**src/rtl/gpio_edge_pkg.sv**
```systemverilog
package gpio_edge_pkg;
  localparam int unsigned BANK_W    = 32;
  localparam int unsigned MAX_BANKS = 4;
  localparam int unsigned MAX_PINS  = BANK_W * MAX_BANKS;

  typedef logic [BANK_W-1:0]   bank_t;
  typedef logic [MAX_PINS-1:0] pinvec_t;

  // Fixed wake-capable pins per bank.
  function automatic bank_t wake_bank_mask(input int b);
    case (b)
      0:       wake_bank_mask = 32'h8003_FE1B;
      1:       wake_bank_mask = 32'h0020_01FC;
      2:       wake_bank_mask = 32'hEC08_0000;
      3:       wake_bank_mask = 32'h0012_007F;
      default: wake_bank_mask = '0;
    endcase
  endfunction

  // Ones for implemented pins.
  function automatic pinvec_t impl_vec(input int n);
    pinvec_t v;
    for (int i = 0; i < int'(MAX_PINS); i++) v[i] = (i < n);
    impl_vec = v;
  endfunction
endpackage

```
**src/rtl/gpio_sync.sv**
```systemverilog
module gpio_sync #(
  parameter int unsigned W = 32
) (
  input  logic         clk,
  input  logic         rst_n,
  input  logic [W-1:0] async_in,
  output logic [W-1:0] sync_out
);
  logic [W-1:0] stage1;
  logic [W-1:0] stage2;

  always_ff @(posedge clk or negedge rst_n) begin
    if (!rst_n) begin
      stage1 <= '0;
      stage2 <= '0;
    end else begin
      stage1 <= async_in;
      stage2 <= stage1;
    end
  end

  assign sync_out = stage2;
endmodule

```
**src/rtl/gpio_edge_bank.sv**
```systemverilog
module gpio_edge_bank
  import gpio_edge_pkg::*;
#(
  parameter bank_t IMPL_MASK = '1,
  parameter bank_t WAKE_MASK = '0
) (
  input  logic  clk,
  input  logic  rst_n,
  input  bank_t lvl_now,
  input  bank_t dir,
  input  bank_t rise,
  input  bank_t fall,
  input  logic  clr_we,
  input  bank_t clr,
  input  logic  halted,
  output bank_t status,
  output logic  wake_hit
);
  bank_t lvl_prev;
  bank_t in_mask;
  bank_t set_bits;
  bank_t clr_bits;
  bank_t status_q;

  always_comb begin
    in_mask  = ~dir & IMPL_MASK;
    set_bits = ((lvl_now & ~lvl_prev & rise) | (~lvl_now & lvl_prev & fall)) & in_mask;
    clr_bits = clr_we ? clr : '0;
    wake_hit = halted & (|((lvl_now ^ lvl_prev) & in_mask & WAKE_MASK));
  end

  always_ff @(posedge clk or negedge rst_n) begin
    if (!rst_n) begin
      lvl_prev <= '0;
      status_q <= '0;
    end else begin
      lvl_prev <= lvl_now;
      // a fresh edge overrides a clear of the same bit
      status_q <= ((status_q & ~clr_bits) | set_bits) & IMPL_MASK;
    end
  end

  assign status = status_q;
endmodule

```
**src/rtl/gpio_irq_combine.sv**
```systemverilog
module gpio_irq_combine
  import gpio_edge_pkg::*;
(
  input  logic                 clk,
  input  logic                 rst_n,
  input  pinvec_t              status,
  input  logic [MAX_BANKS-1:0] wake_hits,
  output logic                 irq_pin0,
  output logic                 irq_pin1,
  output logic                 irq_rest,
  output logic                 wake_req
);
  logic wake_q;

  assign irq_pin0 = status[0];
  assign irq_pin1 = status[1];
  assign irq_rest = |status[MAX_PINS-1:2];

  always_ff @(posedge clk or negedge rst_n) begin
    if (!rst_n) wake_q <= 1'b0;
    else        wake_q <= |wake_hits;
  end

  assign wake_req = wake_q;
endmodule

```
**src/rtl/gpio_edge_irq.sv**
```systemverilog
module gpio_edge_irq
  import gpio_edge_pkg::*;
#(
  parameter int unsigned NUM_PINS = 128
) (
  input  logic         clk,
  input  logic         rst_n,
  input  logic [127:0] pin_level,
  input  logic [127:0] dir_mask,
  input  logic [127:0] rise_en,
  input  logic [127:0] fall_en,
  input  logic         clr_we,
  input  logic [127:0] clr_mask,
  input  logic         halted,
  output logic [127:0] status,
  output logic         irq_pin0,
  output logic         irq_pin1,
  output logic         irq_rest,
  output logic         wake_req
);
  localparam pinvec_t IMPL = impl_vec(int'(NUM_PINS));

  pinvec_t              lvl_sync;
  pinvec_t              status_all;
  logic [MAX_BANKS-1:0] wake_hits;

  gpio_sync #(.W(MAX_PINS)) u_sync (
    .clk      (clk),
    .rst_n    (rst_n),
    .async_in (pin_level),
    .sync_out (lvl_sync)
  );

  for (genvar b = 0; b < int'(MAX_BANKS); b++) begin : g_bank
    gpio_edge_bank #(
      .IMPL_MASK (IMPL[b*BANK_W +: BANK_W]),
      .WAKE_MASK (wake_bank_mask(b))
    ) u_bank (
      .clk      (clk),
      .rst_n    (rst_n),
      .lvl_now  (lvl_sync[b*BANK_W +: BANK_W]),
      .dir      (dir_mask[b*BANK_W +: BANK_W]),
      .rise     (rise_en[b*BANK_W +: BANK_W]),
      .fall     (fall_en[b*BANK_W +: BANK_W]),
      .clr_we   (clr_we),
      .clr      (clr_mask[b*BANK_W +: BANK_W]),
      .halted   (halted),
      .status   (status_all[b*BANK_W +: BANK_W]),
      .wake_hit (wake_hits[b])
    );
  end

  gpio_irq_combine u_comb (
    .clk       (clk),
    .rst_n     (rst_n),
    .status    (status_all),
    .wake_hits (wake_hits),
    .irq_pin0  (irq_pin0),
    .irq_pin1  (irq_pin1),
    .irq_rest  (irq_rest),
    .wake_req  (wake_req)
  );

  assign status = status_all;
endmodule

```
**config.mk**
```make
export PLATFORM = sky130hd
export DESIGN_NAME = gpio_edge_irq
export DESIGN_NICKNAME = d
export VERILOG_FILES = /design/src/rtl/gpio_edge_pkg.sv /design/src/rtl/gpio_sync.sv /design/src/rtl/gpio_edge_bank.sv /design/src/rtl/gpio_irq_combine.sv /design/src/rtl/gpio_edge_irq.sv
export SDC_FILE = /design/constraint.sdc
export NUM_CORES = 1
export LEC_CHECK = 0
export BUFFER_PORTS_ARGS = -buffer_cell sky130_fd_sc_hd__buf_4
export CAP_MARGIN = 20
export CORE_AREA = 4 4 298 300
export CTS_CLUSTER_DIAMETER = 40
export DETAILED_ROUTE_END_ITERATION = 6
export DIE_AREA = 0 0 302 304
export PLACE_DENSITY = 0.53
export SYNTH_ARGS = -nofsm -noshare
export SYNTH_HDL_FRONTEND = slang
export SYNTH_SLANG_ARGS = --single-unit
```
**constraint.sdc**
```tcl
create_clock -name clk -period 2.8 [get_ports clk]
set_input_delay 0.14 -clock clk [delete_from_list [all_inputs] [get_ports clk]]
set_output_delay 0.14 -clock clk [all_outputs]
set_load 0.005 [all_outputs]
```
Yosys cells after proc, flatten, opt, wreduce, memory -nomap -nowiden
Cells that the tools add are included.
- bitwise operators: 60
- mux-type cells: 4
- reduce and logical (&&, ||, !) cells: 6
- operators with widths (operator ; count):
    $and 32x32->32 ; 26
    $not 32->32 ; 16
    $or 32x32->32 ; 8
    $mux 32 ; 4
    $reduce_or 126->1 ; 1
    $xor 32x32->32 ; 2
    $and 22x22->22 ; 1
    $xor 22x22->22 ; 1
    $and 21x21->21 ; 1
    $xor 21x21->21 ; 1
    $reduce_or 14->1 ; 1
    $reduce_or 9->1 ; 1
    $reduce_or 8->1 ; 1
    $reduce_or 6->1 ; 1
    $and 1x1->1 ; 4
    $reduce_or 4->1 ; 1
- bits in registers: 513
- word-level logic and storage cells: 81

Depth between registers and ports, before layout
Gate-level depths: netlist of the first run.
- word-level depth: 6
- depth in mapped cells: 6
- mapped depth without buffers: 6

Modules after synthesis
From an unflattened synthesis of the first run, not the netlist that was laid out.
- cells, all modules: 1441
- area, all modules: 18196.2 µm²
- modules (own cells, without submodules) (module ; sequential area each (µm²) ; cells each ; instances ; area each (µm²)):
    gpio_sync ; 6406.1 ; 256 ; 1 ; 6406.1
    gpio_edge_bank at g_bank[0].u_bank ; 1601.5 ; 299 ; 1 ; 3000.4
    gpio_edge_bank at g_bank[3].u_bank ; 1601.5 ; 284 ; 1 ; 2849.0
    gpio_edge_bank at g_bank[1].u_bank ; 1601.5 ; 280 ; 1 ; 2831.5
    gpio_edge_bank at g_bank[2].u_bank ; 1601.5 ; 275 ; 1 ; 2791.4
    gpio_irq_combine ; 25.0 ; 47 ; 1 ; 317.8

Worst setup path after synthesis of the first run
Ideal clock, no wire load.
- kind: flip-flop to flip-flop
- start: reg u_sync.stage2[40], in the netlist u_sync.sync_out[40]
- end: reg u_comb.wake_q, in the netlist u_comb.wake_req
- setup time: 0.119 ns
- data arrival time: 1.210 ns
- cell stages (with the launch flop): 6
- setup slack: 1.471 ns
- cell sequence: dfrtp_1 -> ha_1 -> o22ai_1 -> nor4_1 -> nand3_1 -> o21a_1
- cells in the longest elaborated chain, start to end: 5
- RTL lines (what ; RTL line ; RTL):
    from (decl) ; gpio_sync.sv:10 ; logic [W-1:0] stage2;
    from (signal assigned) ; gpio_sync.sv:18 ; stage2 <= stage1;
    $xor 22x22->22 ; gpio_edge_bank.sv:29 ; wake_hit = halted & (|((lvl_now ^ lvl_prev) & in_mask & WAKE_MASK));
    $and 22x22->22 ; gpio_edge_bank.sv:29 ;
    $reduce_or 8->1 ; gpio_edge_bank.sv:29 ;
    $and 1x1->1 ; gpio_edge_bank.sv:29 ;
    $reduce_or 4->1 ; gpio_irq_combine.sv:21 ; else wake_q <= |wake_hits;
    to (signal assigned) ; gpio_irq_combine.sv:21 ;
    to (decl) ; gpio_irq_combine.sv:13 ; logic wake_q;
No other way between the ends.

Worst setup path after layout of the first run
- start: reg g_bank[3].u_bank.status_q[6]
- end: out irq_rest
- cells in the longest elaborated chain, start to end: 1
- RTL lines (what ; RTL line ; RTL):
    from (decl) ; gpio_edge_bank.sv:23 ; bank_t status_q;
    from (signal assigned) ; gpio_edge_bank.sv:39 ; status_q <= ((status_q & ~clr_bits) | set_bits) & IMPL_MASK;
    $reduce_or 126->1 ; gpio_irq_combine.sv:17 ; assign irq_rest = |status[MAX_PINS-1:2];
    to (decl) ; gpio_edge_irq.sv:18 ; output logic irq_rest,
No other way between the ends.

==> metrics.txt, run 1 <==
# TYPE chip_impl_metric gauge
chip_impl_metric{name="largest_stage_delay_worst_path",unit="ns"} 0.50
chip_impl_metric{name="synth_area_per_cell",unit="µm²"} 11.8
chip_impl_metric{name="worst_slew_pin_slew",unit="ns"} 1.13
chip_impl_metric{name="post_synth_instance_area",unit="µm²"} 18000
chip_impl_info{name="run_status",value="complete, no violations"} 1
chip_impl_metric{name="arrival",unit="ns"} 2.58
chip_impl_metric{name="synth_seq_area_share",unit="%"} 71.2
chip_impl_metric{name="max_cap_violations",unit=""} 0
chip_impl_metric{name="die_w",unit="µm"} 302
chip_impl_metric{name="clock_tree_skew_after_final_layout",unit="ns"} 0.0189
chip_impl_metric{name="drt_first_pass_iters",unit=""} 5
chip_impl_metric{name="worst_skew_pair.late_latency",unit="ns"} 0.65
chip_impl_metric{name="detail_route.wirelength",unit="µm"} 77100
chip_impl_metric{name="power.leakage",unit="nW"} 16.0
chip_impl_metric{name="signed_area_change_from_the_synthesized_netlist_to_the_final_layout",unit="%"} 80.5
chip_impl_info{name="path_cells",value="nor4_1 -> nand4_1 -> nor4_4 -> buf_4 -> nand2_4 -> buf_6"} 1
chip_impl_info{name="root_cell_of_the_clock_tree",value="clkbuf_16"} 1
chip_impl_metric{name="dp.final_hpwl",unit="µm"} 60700
chip_impl_info{name="slowest_stage",value="dfrtp_1"} 1
chip_impl_info{name="worstSetupPathType",value="register to output port"} 1
chip_impl_metric{name="placeableCoreArea",unit="µm²"} 86200
chip_impl_metric{name="synth.ff_latch_count",unit=""} 513
chip_impl_metric{name="yosysWarnings",unit=""} 0
chip_impl_metric{name="grt_pass1_vias",unit=""} 17766
chip_impl_metric{name="avgRoutedWirePerCell",unit="µm"} 19.2
chip_impl_info{name="synth_top_cells_by_area",value="dfrtp_1 (71%), nand2_1 (7.2%), ha_1 (5.1%), o21ai_0 (3.6%), inv_1 (3.4%)"} 1
chip_impl_info{name="rsz0062_at_grt",value="true"} 1
chip_impl_metric{name="grt_pass1_wl",unit="µm"} 111000
chip_impl_metric{name="net_count_after_synthesis",unit=""} 2251
chip_impl_metric{name="final_max_slew_viol_count",unit=""} 0
chip_impl_metric{name="fin_util",unit="%"} 37.8
chip_impl_metric{name="synth_cell_type_count",unit=""} 17
chip_impl_metric{name="grt.overflow.total",unit=""} 0
chip_impl_metric{name="ios",unit=""} 776
chip_impl_metric{name="io_buffers",unit=""} 775
chip_impl_info{name="cp_top_family",value="simple AND/OR/NAND/NOR gates"} 1
chip_impl_info{name="start_kind",value="register"} 1
chip_impl_metric{name="multiInputGateArea",unit="µm²"} 4610
chip_impl_metric{name="clk_pin_slew_worst_paths",unit="ns"} 0.05
chip_impl_metric{name="drtIter0Drc",unit=""} 785
chip_impl_metric{name="min_period",unit="ns"} 2.72
chip_impl_metric{name="clock_tree.buffer_depth",unit=""} 3
chip_impl_metric{name="initial_utilization",unit="%"} 20.9
chip_impl_metric{name="timing.final.setup_violations",unit=""} 0
chip_impl_metric{name="syn_inst",unit=""} 1533
chip_impl_info{name="type_of_the_tightest_min_delay_check",value="input port to register"} 1
chip_impl_metric{name="drc_errors",unit=""} 0
chip_impl_metric{name="power-per-cell-area",unit="nW/µm²"} 686
chip_impl_metric{name="data_required_critical_path",unit="ns"} 2.66
chip_impl_metric{name="layout-drive-gt1-share",unit="%"} 33.9
chip_impl_metric{name="critical_path.n_buffers_inverters",unit=""} 2
chip_impl_metric{name="clock.fmax",unit="MHz"} 368
chip_impl_metric{name="vdd_ir_drop_max",unit="mV"} 0.588
chip_impl_metric{name="cts_made_buffers",unit=""} 86
chip_impl_metric{name="finalPower",unit="W"} 0.0223
chip_impl_metric{name="die_area",unit="µm²"} 91800
chip_impl_metric{name="grt_use_total",unit="%"} 16.5
chip_impl_metric{name="viasPerCell",unit=""} 4.03
chip_impl_metric{name="count_of_antenna_violating_nets_left_after_detailed_routing",unit=""} 0
chip_impl_metric{name="core.rowCount",unit=""} 108
chip_impl_metric{name="layout.filler_cells",unit=""} 8419
chip_impl_metric{name="area_share_of_the_largest_cell_type_after_synthesis",unit="%"} 71.2
chip_impl_metric{name="gp_congestion",unit=""} 0.856
chip_impl_metric{name="share_of_the_clock_period_used_by_the_worst_path_after_layout",unit="%"} 97.1
chip_impl_metric{name="final_hold_viol_count",unit=""} 0
chip_impl_metric{name="grt_start_max_net_pins",unit=""} 83
chip_impl_metric{name="register_area",unit="µm²"} 12800
chip_impl_info{name="endpoint_kind",value="output port"} 1
chip_impl_metric{name="vias",unit=""} 16202
chip_impl_metric{name="worst-path-max-fanout",unit=""} 3
chip_impl_metric{name="cts-htree-levels",unit=""} 3
chip_impl_info{name="tritoncts",value="built"} 1
chip_impl_metric{name="grt_antenna_before_repair",unit=""} 13
chip_impl_metric{name="fin_nets",unit=""} 3512
chip_impl_metric{name="worst_slew_margin_rel",unit="%"} 24.1
chip_impl_info{name="synthDominantAreaCellType",value="dfrtp_1"} 1
chip_impl_metric{name="clock_sinks",unit=""} 513
chip_impl_metric{name="die_height",unit="µm"} 304
repair_timing:
| action | 4_1_cts | 5_1_grt |
|---|---|---|
| hold buffers | 380 | 0 |
| endpoints found under the setup margin | 1 | 1 |
| gates resized for setup | 13 | 6 |
| endpoints found under the hold margin | 320 | 0 |
| pin swaps | 3 | 1 |
| buffers inserted | 1 | 0 |
layout make-up:
cell class / instances / share of cell area, %
clock buffers: 103 / 7.02
diodes: 2 / 0.0154
multi-input cells: 839 / 14.2
inverters: 165 / 1.90
clock inverters: 55 / 2.26
well taps: 1155 / 4.44
flip-flops and latches: 513 / 39.4
repair buffers: 1189 / 30.8
cells in the mapped netlist:
| master | n |
|---|---|
| a22oi_1 | 37 |
| a31oi_1 | 91 |
| buf_2 | 14 |
| buf_4 | 2 |
| dfrtp_1 | 513 |
| ha_1 | 74 |
| inv_1 | 165 |
| nand2_1 | 348 |
| nand3_1 | 2 |
| nand4_1 | 8 |
| nor2_1 | 95 |
| nor3_1 | 1 |
| nor4_1 | 35 |
| nor4_2 | 1 |
| o21a_1 | 1 |
| o21ai_0 | 128 |
| o22ai_1 | 18 |
routing by layer:
layer / vias up / routed length, µm / GRT usage [%]
li1: 7634 / - / -
met1: 7718 / 29300 / 18.4
met2: 663 / 37500 / 28.0
met3: 177 / 6620 / 5.97
met4: 10 / 3670 / 7.42
met5: - / 65 / 0
cell usage in the layout, fill, tap and decap left out:
master         count
clkbuf_16         86
dfrtp_1          513
a31oi_1           91
o21a_1             1
clkinv_2          13
buf_6              1
clkbuf_1          10
buf_4            797
buf_12            10
nor3_1             1
nand2_1          347
a22oi_1           37
o21ai_0          128
nand3_1            2
inv_8              1
clkinv_4           6
nor4_2             9
ha_1              74
inv_1            165
o22ai_1           18
dlygate4sd3_1    380
clkinv_8           2
clkbuf_8           7
bufinv_16         11
buf_8              1
clkinv_16          1
nand2_4            1
clkinvlp_4        12
nor2_1            95
inv_16             4
inv_6              5
nor4_4             4
nor4_1            23
diode_2            2
nand4_1            8
final timing paths:
path                                                      start                                       to  slack (ns)  cells past startpoint
setup / recovery           g_bank[3].u_bank.status[6]$_DFF_PN0_                                 irq_rest        0.08                      6
hold / removal                                      rise_en[68]     g_bank[2].u_bank.status[4]$_DFF_PN0_        0.07                      3
setup reg to reg                  u_sync.sync_out[38]$_DFF_PN0_                u_comb.wake_req$_DFF_PN0_        0.37                      5
hold reg to reg                     u_sync.stage1[87]$_DFF_PN0_            u_sync.sync_out[87]$_DFF_PN0_        0.34                      0
max in group asynchronous                                 rst_n  g_bank[0].u_bank.lvl_prev[20]$_DFF_PN0_        1.75                      3
min in group asynchronous                                 rst_n   g_bank[1].u_bank.lvl_prev[6]$_DFF_PN0_        0.12                      2
kinds of logic (layout without fill, tap and decap cells):
family | after synthesis | in the layout | synth area share, %
fa+ha+maj | 74 | 74 | 5.13
other cells | 0 | 2 | 0
simple gates | 490 | 490 | 10.9
buf+inv | 181 | 1512 | 3.91
flops | 513 | 513 | 71.2
compound gates | 275 | 275 | 8.91
registers in the layout (all words and copies together) (netlist names):
name / flops
g_bank.u_bank.lvl_prev: 128
g_bank.u_bank.status: 128
u_comb.wake_req: 1
u_sync.stage1: 128
u_sync.sync_out: 128
power breakdown:
group          leakage, nW  total, W  internal (W)  switching [W]
Clock                 1.45    0.0109       0.00695        0.00397
Sequential            6.08   0.00841       0.00798       0.000436
Combinational         8.51   0.00301       0.00178        0.00123
Total                 16.0    0.0223        0.0167        0.00563
per-stage QoR:
| step | hold slack, ns | worst slack (ns) | setup TNS, ns | instance area (µm²) | cells |
|---|---|---|---|---|---|
| finish | 0.0739 | 0.0802 | 0 | 32600 | 4021 |
| global route | 0.0359 | -0.0977 | -0.0977 | 32600 | 4020 |
| CTS | 0.0270 | -0.111 | -0.111 | 32500 | 4019 |
| detailed placement | 0.249 | -0.0212 | -0.0212 | 25600 | 3480 |
| global placement | 0.244 | -0.0727 | -0.0727 | 25600 | 3480 |
| floorplan | -0.156 | 1.47 | 0 | 18000 | 1533 |
worst min-delay path, cell delays in order:
cell     delay [ns]
buf_4          0.11
a31oi_1        0.16
o21ai_0        0.19
Note: power is estimated with default switching activity, not from simulation.
==> run 2: changes to the inputs <==
--- a/config.mk
+++ b/config.mk
@@ -12,6 +12,7 @@
 export DETAILED_ROUTE_END_ITERATION = 6
 export DIE_AREA = 0 0 302 304
 export PLACE_DENSITY = 0.53
+export REMOVE_ABC_BUFFERS = 1
 export SYNTH_ARGS = -nofsm -noshare
 export SYNTH_HDL_FRONTEND = slang
 export SYNTH_SLANG_ARGS = --single-unit
==> run 2 against run 1 <==
Against the previous run: worst hold slack lost 0.012 ns; fmax is 0.34% higher; clock skew is 0.0031 ns higher; total power increased by 1.4%; clock power is 4% higher; count of clock-buffer cells in the layout up 13; critical endpoint unchanged; worst setup slack gained 0.0093 ns; highest routed layer unchanged; die area unchanged.
==> metrics.txt, run 2 (same netlist as run 1, synthesis figures left out) <==
# TYPE chip_impl_metric gauge
chip_impl_metric{name="core.rowCount",unit=""} 108
chip_impl_metric{name="initial_utilization",unit="%"} 20.9
chip_impl_metric{name="cts_made_buffers",unit=""} 92
chip_impl_metric{name="worst-path-max-fanout",unit=""} 3
chip_impl_metric{name="clock_tree.buffer_depth",unit=""} 3
chip_impl_metric{name="layout-drive-gt1-share",unit="%"} 33.9
chip_impl_metric{name="reg2reg_slack",unit="ns"} 0.68
chip_impl_metric{name="drc_errors",unit=""} 0
chip_impl_metric{name="power_report.internal_total",unit="W"} 0.0172
chip_impl_metric{name="count_of_antenna_violating_nets_left_after_detailed_routing",unit=""} 0
chip_impl_metric{name="power-per-cell-area",unit="nW/µm²"} 694
chip_impl_info{name="start_kind",value="register"} 1
chip_impl_metric{name="min_delay_path_depth",unit=""} 4
chip_impl_metric{name="clock_sinks",unit=""} 513
chip_impl_metric{name="clk_pin_slew_worst_paths",unit="ns"} 0.05
chip_impl_metric{name="worst_slew_pin_slew",unit="ns"} 1.05
chip_impl_metric{name="drtIter0Drc",unit=""} 652
chip_impl_metric{name="rr_worst_depth",unit=""} 5
chip_impl_metric{name="vias",unit=""} 16188
chip_impl_metric{name="clock_tree_skew_after_final_layout",unit="ns"} 0.0220
chip_impl_info{name="run_status",value="complete, no violations"} 1
chip_impl_metric{name="worst_slew_margin_rel",unit="%"} 29.6
chip_impl_metric{name="grt_use_total",unit="%"} 16.0
chip_impl_metric{name="grt_antenna_before_repair",unit=""} 14
chip_impl_metric{name="power.sequential.fraction",unit="%"} 37.1
chip_impl_metric{name="timing.final.setup_violations",unit=""} 0
chip_impl_metric{name="cts-htree-levels",unit=""} 3
chip_impl_info{name="root_cell_of_the_clock_tree",value="clkbuf_16"} 1
chip_impl_metric{name="fin_nets",unit=""} 3515
chip_impl_metric{name="grt_start_max_net_pins",unit=""} 69
chip_impl_metric{name="netSwitchingPower",unit="W"} 0.00548
chip_impl_metric{name="min_period",unit="ns"} 2.71
chip_impl_metric{name="arrival",unit="ns"} 2.57
chip_impl_info{name="tritoncts",value="built"} 1
chip_impl_info{name="hold-path-endpoint",value="g_bank[3].u_bank.status[4]$_DFF_PN0_"} 1
chip_impl_metric{name="drt_first_pass_iters",unit=""} 5
chip_impl_metric{name="ios",unit=""} 776
chip_impl_metric{name="power.leakage",unit="nW"} 16.1
chip_impl_info{name="layout_common_cells",value="buf_4 (791), dfrtp_1 (513), dlygate4sd3_1 (383)"} 1
chip_impl_info{name="endpoint_kind",value="output port"} 1
chip_impl_metric{name="power.clock.fraction",unit="%"} 49.9
chip_impl_metric{name="io_buffers",unit=""} 775
chip_impl_metric{name="detail_route.wirelength",unit="µm"} 75100
chip_impl_metric{name="avgRoutedWirePerCell",unit="µm"} 18.6
chip_impl_metric{name="share_of_the_clock_period_used_by_the_worst_path_after_layout",unit="%"} 96.8
chip_impl_info{name="rsz0062_at_grt",value="true"} 1
chip_impl_info{name="r2r_end",value="g_bank[3].u_bank.status[23]$_DFF_PN0_"} 1
chip_impl_metric{name="die_area",unit="µm²"} 91800
chip_impl_metric{name="die_height",unit="µm"} 304
chip_impl_metric{name="gp_congestion",unit=""} 0.857
chip_impl_metric{name="finalPower",unit="W"} 0.0226
chip_impl_info{name="layout.cells.most_common",value="buf_4"} 1
chip_impl_metric{name="dp.final_hpwl",unit="µm"} 58800
chip_impl_info{name="type_of_the_tightest_min_delay_check",value="input port to register"} 1
chip_impl_metric{name="placeableCoreArea",unit="µm²"} 86200
chip_impl_metric{name="data_required_critical_path",unit="ns"} 2.66
chip_impl_metric{name="tns",unit="ns"} 0
chip_impl_metric{name="clock.fmax",unit="MHz"} 369
chip_impl_metric{name="viasPerCell",unit=""} 4.01
chip_impl_info{name="worstSetupPathType",value="register to output port"} 1
chip_impl_metric{name="grt_pass1_wl",unit="µm"} 109000
chip_impl_metric{name="die_w",unit="µm"} 302
chip_impl_metric{name="signed_area_change_from_the_synthesized_netlist_to_the_final_layout",unit="%"} 81.1
chip_impl_info{name="min-delay-start",value="fall_en[100]"} 1
chip_impl_metric{name="final_max_slew_viol_count",unit=""} 0
chip_impl_metric{name="grt.overflow.total",unit=""} 0
chip_impl_info{name="critical_path.reg2reg.startpoint",value="g_bank[3].u_bank.lvl_prev[23]$_DFF_PN0_"} 1
chip_impl_metric{name="max_cap_violations",unit=""} 0
chip_impl_metric{name="part_of_the_total_power_dissipated_in_combinational_logic",unit="%"} 12.9
chip_impl_metric{name="final_hold_viol_count",unit=""} 0
chip_impl_metric{name="grt_pass1_vias",unit=""} 17663
chip_impl_metric{name="p_sw_share",unit="%"} 24.2
chip_impl_metric{name="vdd_ir_drop_max",unit="mV"} 0.419
chip_impl_metric{name="worst_skew_pair.late_latency",unit="ns"} 0.64
[run 2: cell count changes in the layout (fill, tap and decap cells not counted), moves of 4 or more]
cell / before / now
clkbuf_8: 7 / 15
clkbuf_16: 86 / 93
buf_4: 797 / 791
diode_2: 2 / 8
inv_16: 4 / 0
nor4_1: 23 / 28
[run 2: worst max path at each step]
stage	startpoint	end	slack, ns
after floorplan	u_sync.sync_out[40]$_DFF_PN0_	u_comb.wake_req$_DFF_PN0_	1.47
after global placement	g_bank[2].u_bank.status[23]$_DFF_PN0_	irq_rest	0.24
after detailed placement	g_bank[2].u_bank.status[23]$_DFF_PN0_	irq_rest	0.17
after CTS	g_bank[2].u_bank.status[14]$_DFF_PN0_	irq_rest	-0.12
after global routing	g_bank[2].u_bank.status[14]$_DFF_PN0_	irq_rest	-0.13
final	g_bank[1].u_bank.status[11]$_DFF_PN0_	irq_rest	0.09
[run 2: metal layers]
| metal | GRT usage [%] | share of wire [%] | vias to the layer above |
|---|---|---|---|
| li1 | - | - | 7647 |
| met1 | 18.4 | 39 | 7740 |
| met2 | 27.2 | 49 | 624 |
| met3 | 5.39 | 7.6 | 173 |
| met4 | 6.79 | 4.1 | 4 |
| met5 | 0 | 0.045 | - |
[run 2: cell type report]
type	instances	area, µm²
Clock buffer	116	2560
Clock inverter	52	619
Fill cell	8401	53600
Timing Repair Buffer	1186	10000
Sequential cell	513	12800
Inverter	165	619
Antenna cell	8	20.0
Multi-Input combinational cell	839	4550
Tap cell	1155	1450
[run 2: worst max-delay path, cell delays in order, from the launching register on]
cell     delay (ns)
dfrtp_1        0.39
nor4_1         0.54
nand4_1        0.42
nor4_2         0.34
nand2_4        0.11
buf_6          0.14
[run 2: power by group through the flow]
| stage | clock network [W] | registers [W] | logic [W] |
|---|---|---|---|
| floorplan | 0 | 0.00841 | 0.000473 |
| finish | 0.0113 | 0.00841 | 0.00293 |
| global placement | 0 | 0.00848 | 0.00228 |
| CTS | 0.0116 | 0.00841 | 0.00296 |
| global route | 0.0120 | 0.00848 | 0.00320 |
| detailed placement | 0 | 0.00852 | 0.00226 |
[run 2: metrics by stage]
stage	utilization (%)	hold WS [ns]	worst slack [ns]	area, µm²	cells
after detailed placement	29.6	0.200	0.168	25500	3473
after CTS	37.8	0.00242	-0.119	32600	4026
final	37.9	0.0617	0.0895	32700	4034
after global routing	37.9	0.0623	-0.131	32700	4032
after global placement	29.6	0.199	0.240	25500	3473
after floorplan	-	-0.156	1.47	17900	1517
[run 2: what timing repair did]
item / CTS / global route
cloned: 0 / 0
hold buffers: 383 / 0
pin swaps: 4 / 0
setup buffers: 2 / 0
setup endpoints to repair: 1 / 1
resized for setup: 9 / 2
hold endpoints to repair: 416 / 0
